<file path="config.mk">
export PLATFORM = sky130hd
export DESIGN_NAME = hs_stby_hdrive
export DESIGN_NICKNAME = d
export VERILOG_FILES = /design/src/rtl/hs_pkg.sv /design/src/rtl/hs_edge_sync.sv /design/src/rtl/hs_stby_divider.sv /design/src/rtl/hs_ref_qualifier.sv /design/src/rtl/hs_line_gen.sv /design/src/rtl/hs_stby_hdrive.sv
export SDC_FILE = /design/constraint.sdc
export NUM_CORES = 1
export LEC_CHECK = 0
export ABC_AREA = 1
export BUFFER_PORTS_ARGS = -buffer_cell sky130_fd_sc_hd__buf_2
export CAP_MARGIN = 20
export CELL_PAD_IN_SITES_DETAIL_PLACEMENT = 1
export CELL_PAD_IN_SITES_GLOBAL_PLACEMENT = 2
export CORE_AREA = 2 2 83 69
export CTS_BUF_LIST = sky130_fd_sc_hd__clkbuf_8 sky130_fd_sc_hd__clkbuf_16
export CTS_CLUSTER_DIAMETER = 40
export DETAILED_ROUTE_END_ITERATION = 8
export DIE_AREA = 0 0 85 71
export PLACE_DENSITY_LB_ADDON = 0.1
export SYNTH_ARGS = -nofsm -noshare
export SYNTH_HDL_FRONTEND = slang
export SYNTH_HIERARCHICAL = 1
export SYNTH_SLANG_ARGS = --single-unit
</file>
<file path="constraint.sdc">
create_clock -name clk -period 2 [get_ports clk]
set_input_delay 0 -clock clk [delete_from_list [all_inputs] [get_ports clk]]
set_output_delay 0 -clock clk [all_outputs]
set_load 0.1 [all_outputs]
</file>
<file path="src/rtl/hs_pkg.sv">
package hs_pkg;

    typedef enum logic [1:0] {
        Q_HUNT     = 2'd0,
        Q_MEASURE  = 2'd1,
        Q_RELEASED = 2'd2
    } qual_state_t;

    typedef enum logic [1:0] {
        G_OFF  = 2'd0,
        G_HIGH = 2'd1,
        G_LOW  = 2'd2
    } gen_state_t;

endpackage

</file>
<file path="src/rtl/hs_edge_sync.sv">
module hs_edge_sync #(
    parameter int STAGES = 2
) (
    input  logic clk,
    input  logic ref_in,
    output logic rise,
    output logic fall
);
    // No reset: the chain feeds the free-running divider.
    logic [STAGES:0] chain = '0;

    always_ff @(posedge clk) begin
        chain <= {chain[STAGES-1:0], ref_in};
    end

    assign rise = chain[STAGES-1] & ~chain[STAGES];
    assign fall = ~chain[STAGES-1] & chain[STAGES];
endmodule

</file>
<file path="src/rtl/hs_stby_divider.sv">
module hs_stby_divider #(
    parameter int DIV = 5
) (
    input  logic clk,
    input  logic rise,
    output logic tick
);
    localparam int CW = (DIV > 1) ? $clog2(DIV) : 1;
    localparam logic [CW-1:0] LAST = CW'(DIV - 1);

    // Intentionally outside the general reset; self-corrects from any value.
    logic [CW-1:0] cnt = '0;

    always_ff @(posedge clk) begin
        if (rise) begin
            if (cnt >= LAST) cnt <= '0;
            else             cnt <= cnt + 1'b1;
        end
    end

    assign tick = rise && (cnt >= LAST);
endmodule

</file>
<file path="src/rtl/hs_ref_qualifier.sv">
module hs_ref_qualifier
    import hs_pkg::*;
#(
    parameter int TIMEOUT_CYC = 32
) (
    input  logic clk,
    input  logic rst_n,
    input  logic rise,
    input  logic fall,
    output logic released
);
    localparam int TW = (TIMEOUT_CYC > 1) ? $clog2(TIMEOUT_CYC) : 1;
    localparam logic [TW-1:0] IDLE_LAST = TW'(TIMEOUT_CYC - 1);

    qual_state_t state, state_n;
    logic [1:0]    gap;
    logic [TW-1:0] idle;

    // State register
    always_ff @(posedge clk or negedge rst_n) begin
        if (!rst_n) state <= Q_HUNT;
        else        state <= state_n;
    end

    // Next-state logic
    always_comb begin
        state_n = state;
        unique case (state)
            Q_HUNT: begin
                if (rise) state_n = Q_MEASURE;
            end
            Q_MEASURE: begin
                if (fall)               state_n = (gap == 2'd2) ? Q_RELEASED : Q_HUNT;
                else if (gap >= 2'd2)   state_n = Q_HUNT;
            end
            Q_RELEASED: begin
                if (!(rise || fall) && idle == IDLE_LAST) state_n = Q_HUNT;
            end
            default: state_n = Q_HUNT;
        endcase
    end

    // Counters and registered output
    always_ff @(posedge clk or negedge rst_n) begin
        if (!rst_n) begin
            gap      <= 2'd1;
            idle     <= '0;
            released <= 1'b0;
        end else begin
            released <= (state_n == Q_RELEASED);
            gap      <= (state == Q_MEASURE) ? gap + 2'd1 : 2'd1;
            if (state != Q_RELEASED || rise || fall) idle <= '0;
            else                                      idle <= idle + 1'b1;
        end
    end
endmodule

</file>
<file path="src/rtl/hs_line_gen.sv">
module hs_line_gen
    import hs_pkg::*;
#(
    parameter int PW = 10
) (
    input  logic          clk,
    input  logic          rst_n,
    input  logic          en,
    input  logic          tick,
    input  logic [PW-1:0] line_ticks,
    output logic          hdrive
);
    gen_state_t state, state_n;
    logic [PW-1:0] cnt;
    logic [PW-1:0] half;

    always_comb begin
        half = line_ticks >> 1;
        if (half == '0) half = PW'(1);
    end

    // State register
    always_ff @(posedge clk or negedge rst_n) begin
        if (!rst_n) state <= G_OFF;
        else        state <= state_n;
    end

    // Next-state logic
    always_comb begin
        state_n = state;
        if (!en) begin
            state_n = G_OFF;
        end else begin
            unique case (state)
                G_OFF:  if (tick)                 state_n = G_HIGH;
                G_HIGH: if (tick && cnt == '0)    state_n = G_LOW;
                G_LOW:  if (tick && cnt == '0)    state_n = G_HIGH;
                default:                          state_n = G_OFF;
            endcase
        end
    end

    // Phase counter and registered drive
    always_ff @(posedge clk or negedge rst_n) begin
        if (!rst_n) begin
            cnt    <= '0;
            hdrive <= 1'b0;
        end else begin
            hdrive <= (state_n == G_HIGH);
            if (en && tick) begin
                if (state == G_OFF || cnt == '0) cnt <= half - 1'b1;
                else                             cnt <= cnt - 1'b1;
            end
        end
    end
endmodule

</file>
<file path="src/rtl/hs_stby_hdrive.sv">
module hs_stby_hdrive #(
    parameter int PERIOD_W    = 10,
    parameter int TIMEOUT_CYC = 32,
    parameter int REF_DIV     = 5,
    parameter int SYNC_STAGES = 2
) (
    input  logic                clk,
    input  logic                rst_n,
    input  logic                ref_in,
    input  logic                stby,
    input  logic [PERIOD_W-1:0] line_ticks,
    output logic                hdrive,
    output logic                clk_ok
);
    logic edge_rise, edge_fall, sb_tick, gen_en;

    hs_edge_sync #(.STAGES(SYNC_STAGES)) u_sync (
        .clk   (clk),
        .ref_in(ref_in),
        .rise  (edge_rise),
        .fall  (edge_fall)
    );

    hs_stby_divider #(.DIV(REF_DIV)) u_div (
        .clk (clk),
        .rise(edge_rise),
        .tick(sb_tick)
    );

    hs_ref_qualifier #(.TIMEOUT_CYC(TIMEOUT_CYC)) u_qual (
        .clk     (clk),
        .rst_n   (rst_n),
        .rise    (edge_rise),
        .fall    (edge_fall),
        .released(clk_ok)
    );

    assign gen_en = clk_ok & stby;

    hs_line_gen #(.PW(PERIOD_W)) u_gen (
        .clk       (clk),
        .rst_n     (rst_n),
        .en        (gen_en),
        .tick      (sb_tick),
        .line_ticks(line_ticks),
        .hdrive    (hdrive)
    );
endmodule

</file>
==> flow_metrics.tcl, run 1 <==
set metrics [dict create \
    status "finished, final reports clean" \
    yosys_warnings 6 \
    tritoncts.num_buffers 5 \
    ff2ff_path_depth 15 \
    timing.final.hold_violations 0 \
    largest_net_degree_at_the_start_of_global_routing 24 \
    timing.critical_path.slowest_cell_delay_ns 0.40 \
    synth.yosys.seq_area_share_pct 41.9 \
    layout.core_utilization_pct 39.1 \
    gp_congestion 0.836 \
    vias_per_cell 4.43 \
    fin_nets 280 \
    clock_skew_ns 0.00356 \
    r2r_slack_ns 0.16 \
    postRouteAntennaNets 0 \
    fp.coreArea_um2 5260 \
    crit_family "simple AND/OR/NAND/NOR gates" \
    mappedNetlistArea_um2 1730 \
    flow.area_growth_from_synthesis_pct 18.5 \
    dr.pass1.iters 4 \
    timing.critical_path.fanout_max 6 \
    clk_transition_reported_paths_ns 0.06 \
    timing_max_transition_violations_final 0 \
    report.final.setup_viol 0 \
    clkSinkCount 29 \
    final_common_cell "nand2_1" \
    min_from "stby" \
    netlist-cell-type-count 32 \
    start_util_pct 33.0 \
    tightest_hold_check_type "input port to flop" \
    timing.final.crit_period_ns 1.84 \
    cp_data_arrival_time_ns 2.01 \
    placedCellCount 313 \
    worstPathCellList "nor2_4 -> nand2_2 -> nor2_4 -> nand2_4 -> nand3_1 -> nand2_1 -> inv_2 -> ha_1 -> inv_1 -> nor2_4 -> nand3_1 -> nand2_1 -> nand2_1 -> nand2_1 -> nand2_1" \
    top_level_ports 16 \
    worstReg2RegEnd "u_gen/cnt[6]$_DFFE_PN0P_" \
    grt_usage_pct 14.8 \
    ctsRootBufferMaster "clkbuf_8" \
    criticalPathCategory "flop to flop" \
    clock.fmax_mhz 543 \
    drc 0 \
    seqPwrFrac_pct 48.2 \
    count_of_buffering_cells_on_the_critical_path_with_inverters_included 2 \
    postSynthRegisterBits 29 \
    layout_cell_share_with_drive_strength_beyond_1_pct 23.0 \
    synth_cells 230 \
    core.rowCount 24 \
    antenna-diode-count 0 \
    cp-end-kind "flop" \
    ctsLongestPathBuffers 2 \
    fillCellCount 661 \
    die_x_um 85 \
    cp_max_stage_cell "dfrtp_1" \
    comb_power_share_pct 18.8 \
    intPower_mw 1.04 \
    routed_wire_length_per_instance_um 12.2 \
    startpoint_type_of_the_worst_setup_path "flop" \
    multi_input_logic_area_um2 860 \
    p_clk_share_pct 33.0 \
    holdPathEnd "u_gen/state[1]$_DFF_PN0_" \
    final_cell_mix "55 x nand2_1, 38 x nor2_1, 32 x inv_1" \
    dp_hpwl_um 3130 \
    ir_drop_mv 0.343 \
    number_of_nets_in_the_synthesized_netlist 250 \
    die_area_um2 6040 \
    drt_iter0_drc 29 \
    synth_area_per_cell_um2 7.54 \
    wire_length_of_the_first_global_routing_pass_um 6820 \
    worst_skew_pair.late_latency_ns 0.28 \
    netSwitchingFraction_pct 29.6 \
    wirelength_um 3990 \
    timing.final.crit_share_pct 92.0 \
    final.hold.worst_slack_ns 0.0616 \
    cp.required_ns 2.17 \
    instances_no_fill 326 \
    static-leakage-power_nw 1.09 \
    worst_path_most_repeated_cell "nand2_1" \
    r2r_start "u_gen/cnt[6]$_DFFE_PN0P_" \
    regArea_um2 727 \
    min_delay_path_depth 4 \
    gr-total-overflow 0 \
    chipHeight_um 71 \
    slew_headroom_pct 63.5 \
    timing.max_cap.violations 0 \
    power_density_nw_per_um2 717 \
    cts_tree "done" \
    power.switching_uw 436 \
    worst-slew-pin-transition_ns 0.547 \
    antenna_found_initial 0 \
    grt_pass1_vias 1424 \
    io_buf_count 14 \
    number_of_levels_the_h_tree_was_split_into 2 \
    route.vias.total 1445 \
]
## routing by layer
metal	vias up	wire (um)	global-route usage, %
li1	771	-	-
met1	664	2270	22.2
met2	8	1590	20.1
met3	2	91	3.85
met4	0	39	5.82
met5	-	0	0
## worst max path at each step
stage,from,end,slack (ns),cells after the start
after floorplan,u_qual/released$_DFF_PN0_,u_gen/cnt[8]$_DFFE_PN0P_,0.07,8
after detailed placement,u_gen/cnt[7]$_DFFE_PN0P_,u_gen/cnt[6]$_DFFE_PN0P_,0.10,15
after global placement,u_gen/cnt[7]$_DFFE_PN0P_,u_gen/cnt[6]$_DFFE_PN0P_,0.12,15
final,u_gen/cnt[6]$_DFFE_PN0P_,u_gen/cnt[6]$_DFFE_PN0P_,0.16,15
after global routing,u_gen/cnt[5]$_DFFE_PN0P_,u_gen/cnt[6]$_DFFE_PN0P_,-0.0006,15
after CTS,u_gen/cnt[7]$_DFFE_PN0P_,u_gen/cnt[6]$_DFFE_PN0P_,0.08,15
## registers in the layout (all words and copies together) (netlist names)
register / flops
u_qual/idle: 5
u_sync/chain: 3
u_qual/released: 1
u_qual/state: 2
u_qual/gap: 2
u_gen/state: 2
u_gen/hdrive: 1
u_gen/cnt: 10
u_div/cnt: 3
## through the flow
| stage | worst slack, ns | TNS [ns] | power [mW] | cell area [um2] |
|---|---|---|---|---|
| global placement | 0.123 | 0 | 0.983 | 1910 |
| finish | 0.159 | 0 | 1.47 | 2050 |
| CTS | 0.0844 | 0 | 1.49 | 2020 |
| floorplan | 0.0672 | 0 | 0.908 | 1730 |
| detailed placement | 0.103 | 0 | 0.990 | 1910 |
| global route | -0.000626 | -0.000626 | 1.57 | 2050 |
## cell usage after synthesis
library cell | count | area (um2)
nand4_1 | 3 | 18.8
edfxtp_1 | 3 | 90.1
o21ai_0 | 6 | 30.0
buf_2 | 1 | 5.00
nor2_4 | 4 | 45.0
nor2_2 | 5 | 31.3
xnor2_1 | 1 | 8.76
buf_8 | 1 | 15.0
inv_2 | 4 | 15.0
nor3_1 | 2 | 10.0
nand3b_1 | 2 | 15.0
or2_0 | 1 | 6.26
ha_1 | 6 | 75.1
o21bai_4 | 1 | 18.8
nand3_2 | 2 | 20.0
dfxtp_1 | 3 | 60.1
o21a_1 | 1 | 7.51
o22ai_1 | 1 | 6.26
nand2_4 | 3 | 33.8
or2_2 | 2 | 12.5
a31oi_1 | 2 | 12.5
o31ai_1 | 1 | 7.51
nand3_1 | 18 | 90.1
clkinv_1 | 1 | 3.75
dfrtp_1 | 22 | 551
and2_0 | 1 | 6.26
clkbuf_1 | 1 | 3.75
nand2_1 | 56 | 210
nor2_1 | 38 | 143
dfstp_2 | 1 | 26.3
nand2_2 | 7 | 43.8
inv_1 | 30 | 113
## tightest hold or removal path, stage by stage
cell	delay (ns)
buf_2	0.09
nand2_1	0.05
inv_1	0.06
o21a_1	0.10
## power groups by stage
stage	Combinational [mW]	Clock, mW	Sequential, mW
2_1_floorplan	0.186	0	0.722
3_3_place_gp	0.264	0	0.719
3_5_place_dp	0.269	0	0.720
4_1_cts	0.273	0.506	0.710
5_1_grt	0.317	0.536	0.720
6_report	0.277	0.486	0.710
## logic make-up (layout without fill, tap and decap cells)
group	Yosys count	count (layout)	synth area share, %
DFF	29	29	41.9
and+or+nand+nor	144	144	39.5
adders and majority gates	6	6	4.33
xor gates and xnor gates	1	1	0.505
buffers and inverters	38	69	8.95
AOI/OAI and AO/OA	12	12	4.76
## final cells by class
| type | instances | area share (%) |
|---|---|---|
| multi-input combinational | 163 | 41.8 |
| sequential | 29 | 35.4 |
| timing repair buffer | 26 | 8.04 |
| inverter | 35 | 6.39 |
| clock buffer | 6 | 4.02 |
| tap | 65 | 3.96 |
| clock inverter | 2 | 0.365 |
## what timing repair did
| action | CTS | global route |
|---|---|---|
| endpoints found under the hold margin | 23 | 0 |
| hold buffers | 2 | 0 |
| gates resized for setup | 0 | 2 |
| setup buffers | 0 | 3 |
| setup endpoints to repair | 0 | 3 |
Power figures use the tool's default switching activity.
==> run 2, diff against run 1 <==
SETUP_SLACK_MARGIN = 0.4   (was default)
==> run 2 against run 1 <==
Against the previous run:
- worst hold slack worse by 0.022 ns
- sequential share of layout area is 2.1 points lower
- routed wire length is 6.1% higher
- critical path depth is 2 lower
- clock power hardly changed
- clock skew is 0.0034 ns higher
- flip-flop and latch count stayed put
- largest power group unchanged
==> flow_metrics.tcl, run 2 (synthesis gave the netlist of run 1 again) <==
set metrics [dict create \
    io_buf_count 14 \
    slew_headroom_pct 63.8 \
    final_common_cell "nand2_1" \
    grt_pass1_vias 1530 \
    largest_register_ffs 10 \
    cp_max_stage_cell "dfrtp_1" \
    intPower_mw 1.07 \
    cts_tree "done" \
    antenna_found_initial 0 \
    routed_wire_length_per_instance_um 12.6 \
    timing.final.crit_period_ns 1.79 \
    tritoncts.num_buffers 5 \
    start_util_pct 33.0 \
    p_clk_share_pct 31.9 \
    instances_no_fill 336 \
    grtUsageMet1_pct 22.0 \
    fp.coreArea_um2 5260 \
    register_name_with_the_most_flops "u_gen/cnt" \
    count_of_buffering_cells_on_the_critical_path_with_inverters_included 2 \
    power.switching_uw 450 \
    tightest_hold_check_type "input port to flop" \
    timing_max_transition_violations_final 0 \
    placedCellCount 313 \
    worst_skew_pair.late_latency_ns 0.28 \
    cp.required_ns 2.17 \
    grt_util_met2_pct 21.6 \
    wirelength_um 4230 \
    fin_nets 290 \
    core.rowCount 24 \
    ctsLongestPathBuffers 2 \
    number_of_levels_the_h_tree_was_split_into 2 \
    report.final.setup_viol 0 \
    largest_registers "u_gen/cnt (10), u_qual/idle (5)" \
    comb_power_share_pct 21.7 \
    final_cell_mix "52 x nand2_1, 36 x nor2_1, 31 x inv_1" \
    timing.final.crit_share_pct 89.7 \
    ir_drop_mv 0.353 \
    clkSinkCount 29 \
    flow.area_growth_from_synthesis_pct 26.1 \
    gr-total-overflow 0 \
    netSwitchingFraction_pct 29.6 \
    worst-slew-pin-transition_ns 0.542 \
    chipHeight_um 71 \
    grt_util_met3_pct 4.32 \
    clock.fmax_mhz 558 \
    drc 0 \
    clk_transition_reported_paths_ns 0.07 \
    static-leakage-power_nw 1.15 \
    seqPwrFrac_pct 46.4 \
    layout_cell_share_with_drive_strength_beyond_1_pct 29.9 \
    cp-end-kind "flop" \
    cp_data_arrival_time_ns 1.96 \
    worst_path_most_repeated_cell "nand2_1" \
    layout.core_utilization_pct 41.6 \
    timing.critical_path.fanout_max 6 \
    fillCellCount 683 \
    postRouteAntennaNets 0 \
    route.vias.total 1506 \
    drt_iter0_drc 53 \
    die_area_um2 6040 \
    wire_length_of_the_first_global_routing_pass_um 7020 \
    ctsRootBufferMaster "clkbuf_8" \
    die_x_um 85 \
    gp_congestion 0.810 \
    vias_per_cell 4.48 \
    setup_repair_after_global_routing_missed_its_margin "true" \
    grt_usage_pct 15.2 \
    largest_net_degree_at_the_start_of_global_routing 24 \
    worstPathCellList "nor2_1 -> nand2_2 -> o21bai_4 -> buf_4 -> nand2_1 -> nand2_4 -> clkinv_1 -> nand2_1 -> nor2_4 -> nand2_1 -> nand2_1 -> nand2_1 -> nor2_1" \
    antenna-diode-count 0 \
    power_density_nw_per_um2 695 \
    clock_skew_ns 0.00701 \
    crit_family "simple AND/OR/NAND/NOR gates" \
    final_total_negative_setup_slack_ns 0 \
    startpoint_type_of_the_worst_setup_path "flop" \
    dp_hpwl_um 3220 \
    top_level_ports 16 \
    timing.max_cap.violations 0 \
    timing.critical_path.slowest_cell_delay_ns 0.39 \
    grt-busiest-layer "met1" \
    timing.final.hold_violations 0 \
    status "finished, final reports clean" \
    criticalPathCategory "flop to flop" \
    dr.pass1.iters 4 \
]
==> run 2: changes by cell type in the layout (fill, tap and decap cells not counted), moves of 2 or more <==
cell,delta
nor2_2,+2
buf_4,+10
nor2_1,-2
nand2_1,-3
nand3_2,+2
nand3_1,-2
nand2_4,+3
==> run 2: area by class of cell <==
cell class	count	area, um2	area share [%]
Tap cell	65	81.3	3.72
Multi-Input combinational cell	163	916	41.9
Sequential cell	29	728	33.3
Inverter	35	131	6.01
Timing Repair Buffer	36	240	11.0
Clock buffer	6	82.6	3.78
Clock inverter	2	7.51	0.343
==> run 2: power by group through the flow <==
stage               clock network (mW)  logic, mW  registers, mW
floorplan                            0      0.190          0.722
global placement                     0      0.267          0.719
detailed placement                   0      0.274          0.722
CTS                              0.506      0.320          0.706
global route                     0.536      0.376          0.711
finish                           0.484      0.331          0.705
==> run 2: worst register-to-register path: stages (launching register included) <==
cell	delay [ns]
dfrtp_1	0.39
nor2_1	0.14
nand2_2	0.10
o21bai_4	0.24
buf_4	0.18
nand2_1	0.08
nand2_4	0.10
clkinv_1	0.07
nand2_1	0.11
nor2_4	0.05
nand2_1	0.08
nand2_1	0.06
nand2_1	0.05
nor2_1	0.03
==> run 2: through the flow <==
stage | setup WS, ns | area [um2] | hold WS (ns) | power (mW)
final | 0.207 | 2190 | 0.0398 | 1.52
after global routing | 0.0446 | 2190 | 0.0802 | 1.62
after CTS | 0.175 | 2160 | 0.0379 | 1.53
after detailed placement | 0.127 | 1940 | 0.0239 | 0.996
after global placement | 0.157 | 1940 | 0.0194 | 0.986
after floorplan | 0.262 | 1760 | -0.296 | 0.912
==> run 2: timing repair <==
| item | in CTS | in global routing |
|---|---|---|
| setup buffers | 10 | 3 |
| hold buffers | 2 | 0 |
| pin swaps | 11 | 4 |
| gates cloned | 0 | 0 |
| resized for setup | 7 | 4 |
| setup endpoints to repair | 9 | 9 |
| hold endpoints to repair | 23 | 0 |
==> run 2: worst paths after layout <==
check / cells past startpoint / slack, ns / to / startpoint
setup / recovery: 13 / 0.21 / u_gen/cnt[7]$_DFFE_PN0P_ / u_gen/cnt[1]$_DFFE_PN0P_
hold / removal: 4 / 0.04 / u_gen/state[1]$_DFF_PN0_ / stby
setup reg to reg: 13 / 0.21 / u_gen/cnt[7]$_DFFE_PN0P_ / u_gen/cnt[1]$_DFFE_PN0P_
hold reg to reg: 0 / 0.33 / u_sync/chain[1]$_DFF_P_ / u_sync/chain[0]$_DFF_P_
max in group asynchronous: 2 / 1.37 / u_qual/released$_DFF_PN0_ / rst_n
min in group asynchronous: 2 / 0.23 / u_gen/state[0]$_DFF_PN0_ / rst_n
==> run 2: layer usage <==
metal / vias to the layer above / share of wire [%]
met1: 700 / 53
met3: 7 / 2.4
met2: 9 / 43
met4: 0 / 1.4
li1: 790 / -
met5: - / 0
==> run 3, diff against run 2 <==
ABC_AREA = default   (was 1)
CORE_AREA = 2 2 80 67   (was 2 2 83 69)
DIE_AREA = 0 0 82 69   (was 0 0 85 71)
==> run 3 against run 2 <==
Against the previous run:
- the run now ends with setup timing left
- routed wire length is 33% higher
- clock power is 0.8% lower
- combinational power is 38% higher
- clock skew is 0.00071 ns higher
- synthesized area is 1.9% lower
- worst hold slack better by 0.094 ns
- critical path type unchanged
- critical endpoint is now u_gen/cnt[8]$_DFFE_PN0P_
- largest power group unchanged
- highest routed layer unchanged
==> flow_metrics.tcl, run 3 <==
set metrics [dict create \
    status "finished with violations" \
    failed_checks "setup timing" \
    die_area_um2 5660 \
    io_buf_count 14 \
    clkSinkCount 29 \
    number_of_nets_in_the_synthesized_netlist 200 \
    flow.area_growth_from_synthesis_pct 42.7 \
    synth_cells 180 \
    route.vias.total 1646 \
    worst-slew-pin-transition_ns 0.555 \
    fin_ws_ns -0.419 \
    cts_tree "done" \
    worstPathCellList "nor3_4 -> and4_4 -> nor2_4 -> mux2i_2 -> ha_2 -> o211ai_1 -> a21oi_2 -> nand4_2 -> or4_4 -> o2111ai_2" \
    ir_drop_mv 0.346 \
    fin_total_pwr_mw 1.63 \
    dp_hpwl_um 3990 \
    ctsLongestPathBuffers 2 \
    crit_family "simple AND/OR/NAND/NOR gates" \
    clk_transition_reported_paths_ns 0.07 \
    cp_data_arrival_time_ns 2.62 \
    grt_usage_pct 21.1 \
    final_cell_mix "34 x buf_4, 21 x dfrtp_1, 19 x nor2_1" \
    ctsRootBufferMaster "clkbuf_8" \
    postSynthRegisterBits 29 \
    drt_iter0_drc 115 \
    static-leakage-power_nw 1.09 \
    synthTopCellsByCount "22 x dfrtp_1, 22 x nor2_1, 13 x a21oi_1, 13 x nand2_1" \
    layout.core_utilization_pct 50.2 \
    startpoint_type_of_the_worst_setup_path "flop" \
    mappedNetlistArea_um2 1700 \
    timing.max_cap.violations 0 \
    cp-end-kind "flop" \
    register_name_with_the_most_flops "u_gen/cnt" \
    wire_length_of_the_first_global_routing_pass_um 9100 \
    gr-total-overflow 0 \
    timing.final.crit_period_ns 2.42 \
    wirelength_um 5640 \
    number_of_levels_the_h_tree_was_split_into 2 \
    timing.critical_path.slowest_cell_delay_ns 0.44 \
    fp.coreArea_um2 4830 \
    drc 0 \
    yosys-top-cells-area "dfrtp_1 32%, edfxtp_1 5.3%, nor2_1 4.9%" \
    dr.pass1.iters 4 \
    tritoncts.num_buffers 5 \
    chipHeight_um 69 \
    yosys_warnings 6 \
    cp_max_stage_cell "or4_4" \
    power_density_nw_per_um2 673 \
    count_of_buffering_cells_on_the_critical_path_with_inverters_included 0 \
    post-place-ws_ns -0.479 \
    criticalPathCategory "flop to flop" \
    cp.required_ns 2.20 \
    timing_max_transition_violations_final 0 \
    synth.largest_area_cell "dfrtp_1" \
    netlist-cell-type-count 54 \
    timing.final.hold_violations 0 \
    largest_register_ffs 10 \
    routed_wire_length_per_instance_um 18.7 \
    vias_per_cell 5.47 \
    gp_congestion 0.896 \
    yosys_most_used_dff "dfrtp_1" \
    start_util_pct 35.2 \
    slew_headroom_pct 63.0 \
    antenna-diode-count 0 \
    antenna_found_initial 0 \
    core.rowCount 23 \
    die_x_um 82 \
    setup_repair_after_global_routing_missed_its_margin "true" \
    placedCellCount 283 \
    timing.final.crit_share_pct 121 \
    placedInstanceArea_um2 2100 \
    fin_nets 258 \
    clock_skew_ns 0.00772 \
    final_common_cell "buf_4" \
    synth_area_per_cell_um2 9.45 \
    instances_no_fill 301 \
    timing.critical_path.fanout_max 4 \
    largest_registers "u_gen/cnt (10), u_qual/idle (5)" \
    synth_top_area_share_pct 32.4 \
    report.final.setup_viol 4 \
    tightest_hold_check_type "input port to flop" \
    finish.instance_area_um2 2430 \
    worst_skew_pair.late_latency_ns 0.29 \
    postRouteAntennaNets 0 \
    clock.fmax_mhz 413 \
    synth_enable_flop_cells 3 \
    layout_cell_share_with_drive_strength_beyond_1_pct 45.2 \
    largest_net_degree_at_the_start_of_global_routing 24 \
    grt_pass1_vias 1812 \
    top_level_ports 16 \
    async_reset_ff_share_pct 79.3 \
    synth.yosys.seq_area_share_pct 42.8 \
]
-- run 3: cell types whose count changed in the layout (fill, tap and decap cells not counted), sizes merged, moves of 5 or more --
cell | before | now
a21oi | 0 | 14
and2 | 1 | 6
buf | 34 | 54
inv | 36 | 5
nand2 | 66 | 13
nand3 | 20 | 5
nor2 | 47 | 24
nor2b | 0 | 7
o21ai | 6 | 11
-- run 3: cell families (layout without fill, tap and decap cells) --
family | after synthesis | count (layout) | synth area share (%)
adders and majority gates | 6 | 6 | 4.41
DFF | 29 | 29 | 42.8
muxes | 5 | 5 | 3.16
buffers and inverters | 10 | 69 | 2.35
and+or+nand+nor | 76 | 76 | 25.5
AOI/OAI and AO/OA | 51 | 51 | 20.3
xor gates and xnor gates | 3 | 3 | 1.55
-- run 3: power breakdown --
part | internal [mW] | switching, mW
Sequential | 0.655 | 0.0386
Combinational | 0.225 | 0.234
Clock | 0.240 | 0.240
-- run 3: area by class of cell --
| cell class | count | area [um2] |
|---|---|---|
| fillers | 556 | 2410 |
| multi-input cells | 141 | 1100 |
| flip-flops and latches | 29 | 731 |
| repair buffers | 56 | 413 |
| well taps | 62 | 77.6 |
| clock buffers | 5 | 68.8 |
| inverters | 5 | 18.8 |
| clock inverters | 3 | 17.5 |
-- run 3: metal layers --
| layer | track usage, % | share of wire (%) | up-vias | routed length (um) |
|---|---|---|---|---|
| met2 | 33.5 | 48 | 31 | 2720 |
| met3 | 3.93 | 3.3 | 10 | 188 |
| met1 | 29.5 | 46 | 824 | 2610 |
| met4 | 5.19 | 2.1 | 0 | 117 |
| li1 | - | - | 781 | - |
| met5 | 0 | 0 | - | 0 |
-- run 3: final timing paths --
path	from	endpoint	slack [ns]	depth (start not counted)
max	u_gen/cnt[9]$_DFFE_PN0P_	u_gen/cnt[8]$_DFFE_PN0P_	-0.42	10
min	line_ticks[4]	u_gen/cnt[3]$_DFFE_PN0P_	0.13	4
max reg2reg	u_gen/cnt[9]$_DFFE_PN0P_	u_gen/cnt[8]$_DFFE_PN0P_	-0.42	10
min reg2reg	u_sync/chain[0]$_DFF_P_	u_sync/chain[1]$_DFF_P_	0.33	0
max in group asynchronous	rst_n	u_qual/released$_DFF_PN0_	1.34	2
min in group asynchronous	rst_n	u_qual/idle[3]$_DFF_PN0_	0.24	2
-- run 3: stage by stage --
step / hold WS [ns] / TNS (ns)
2_1_floorplan: -0.296 / -0.787
3_3_place_gp: 0.00439 / -0.875
3_5_place_dp: 0.0172 / -1.32
4_1_cts: 0.118 / -1.19
5_1_grt: 0.147 / -1.78
6_report: 0.134 / -1.40
-- run 3: timing repair --
item | in CTS | in global routing
resized for setup | 16 | 24
hold buffers | 2 | 0
hold endpoints to repair | 23 | 0
setup endpoints to repair | 9 | 13
buffers inserted | 4 | 4
pin swaps | 6 | 8
-- run 3: worst reg2reg max path: cells and delay by family, from the launching register on --
family,cells,cell delay [ns]
compound gates,3,0.39
fa+ha+maj,1,0.21
simple gates,5,1.13
mux,1,0.19
flops,1,0.41
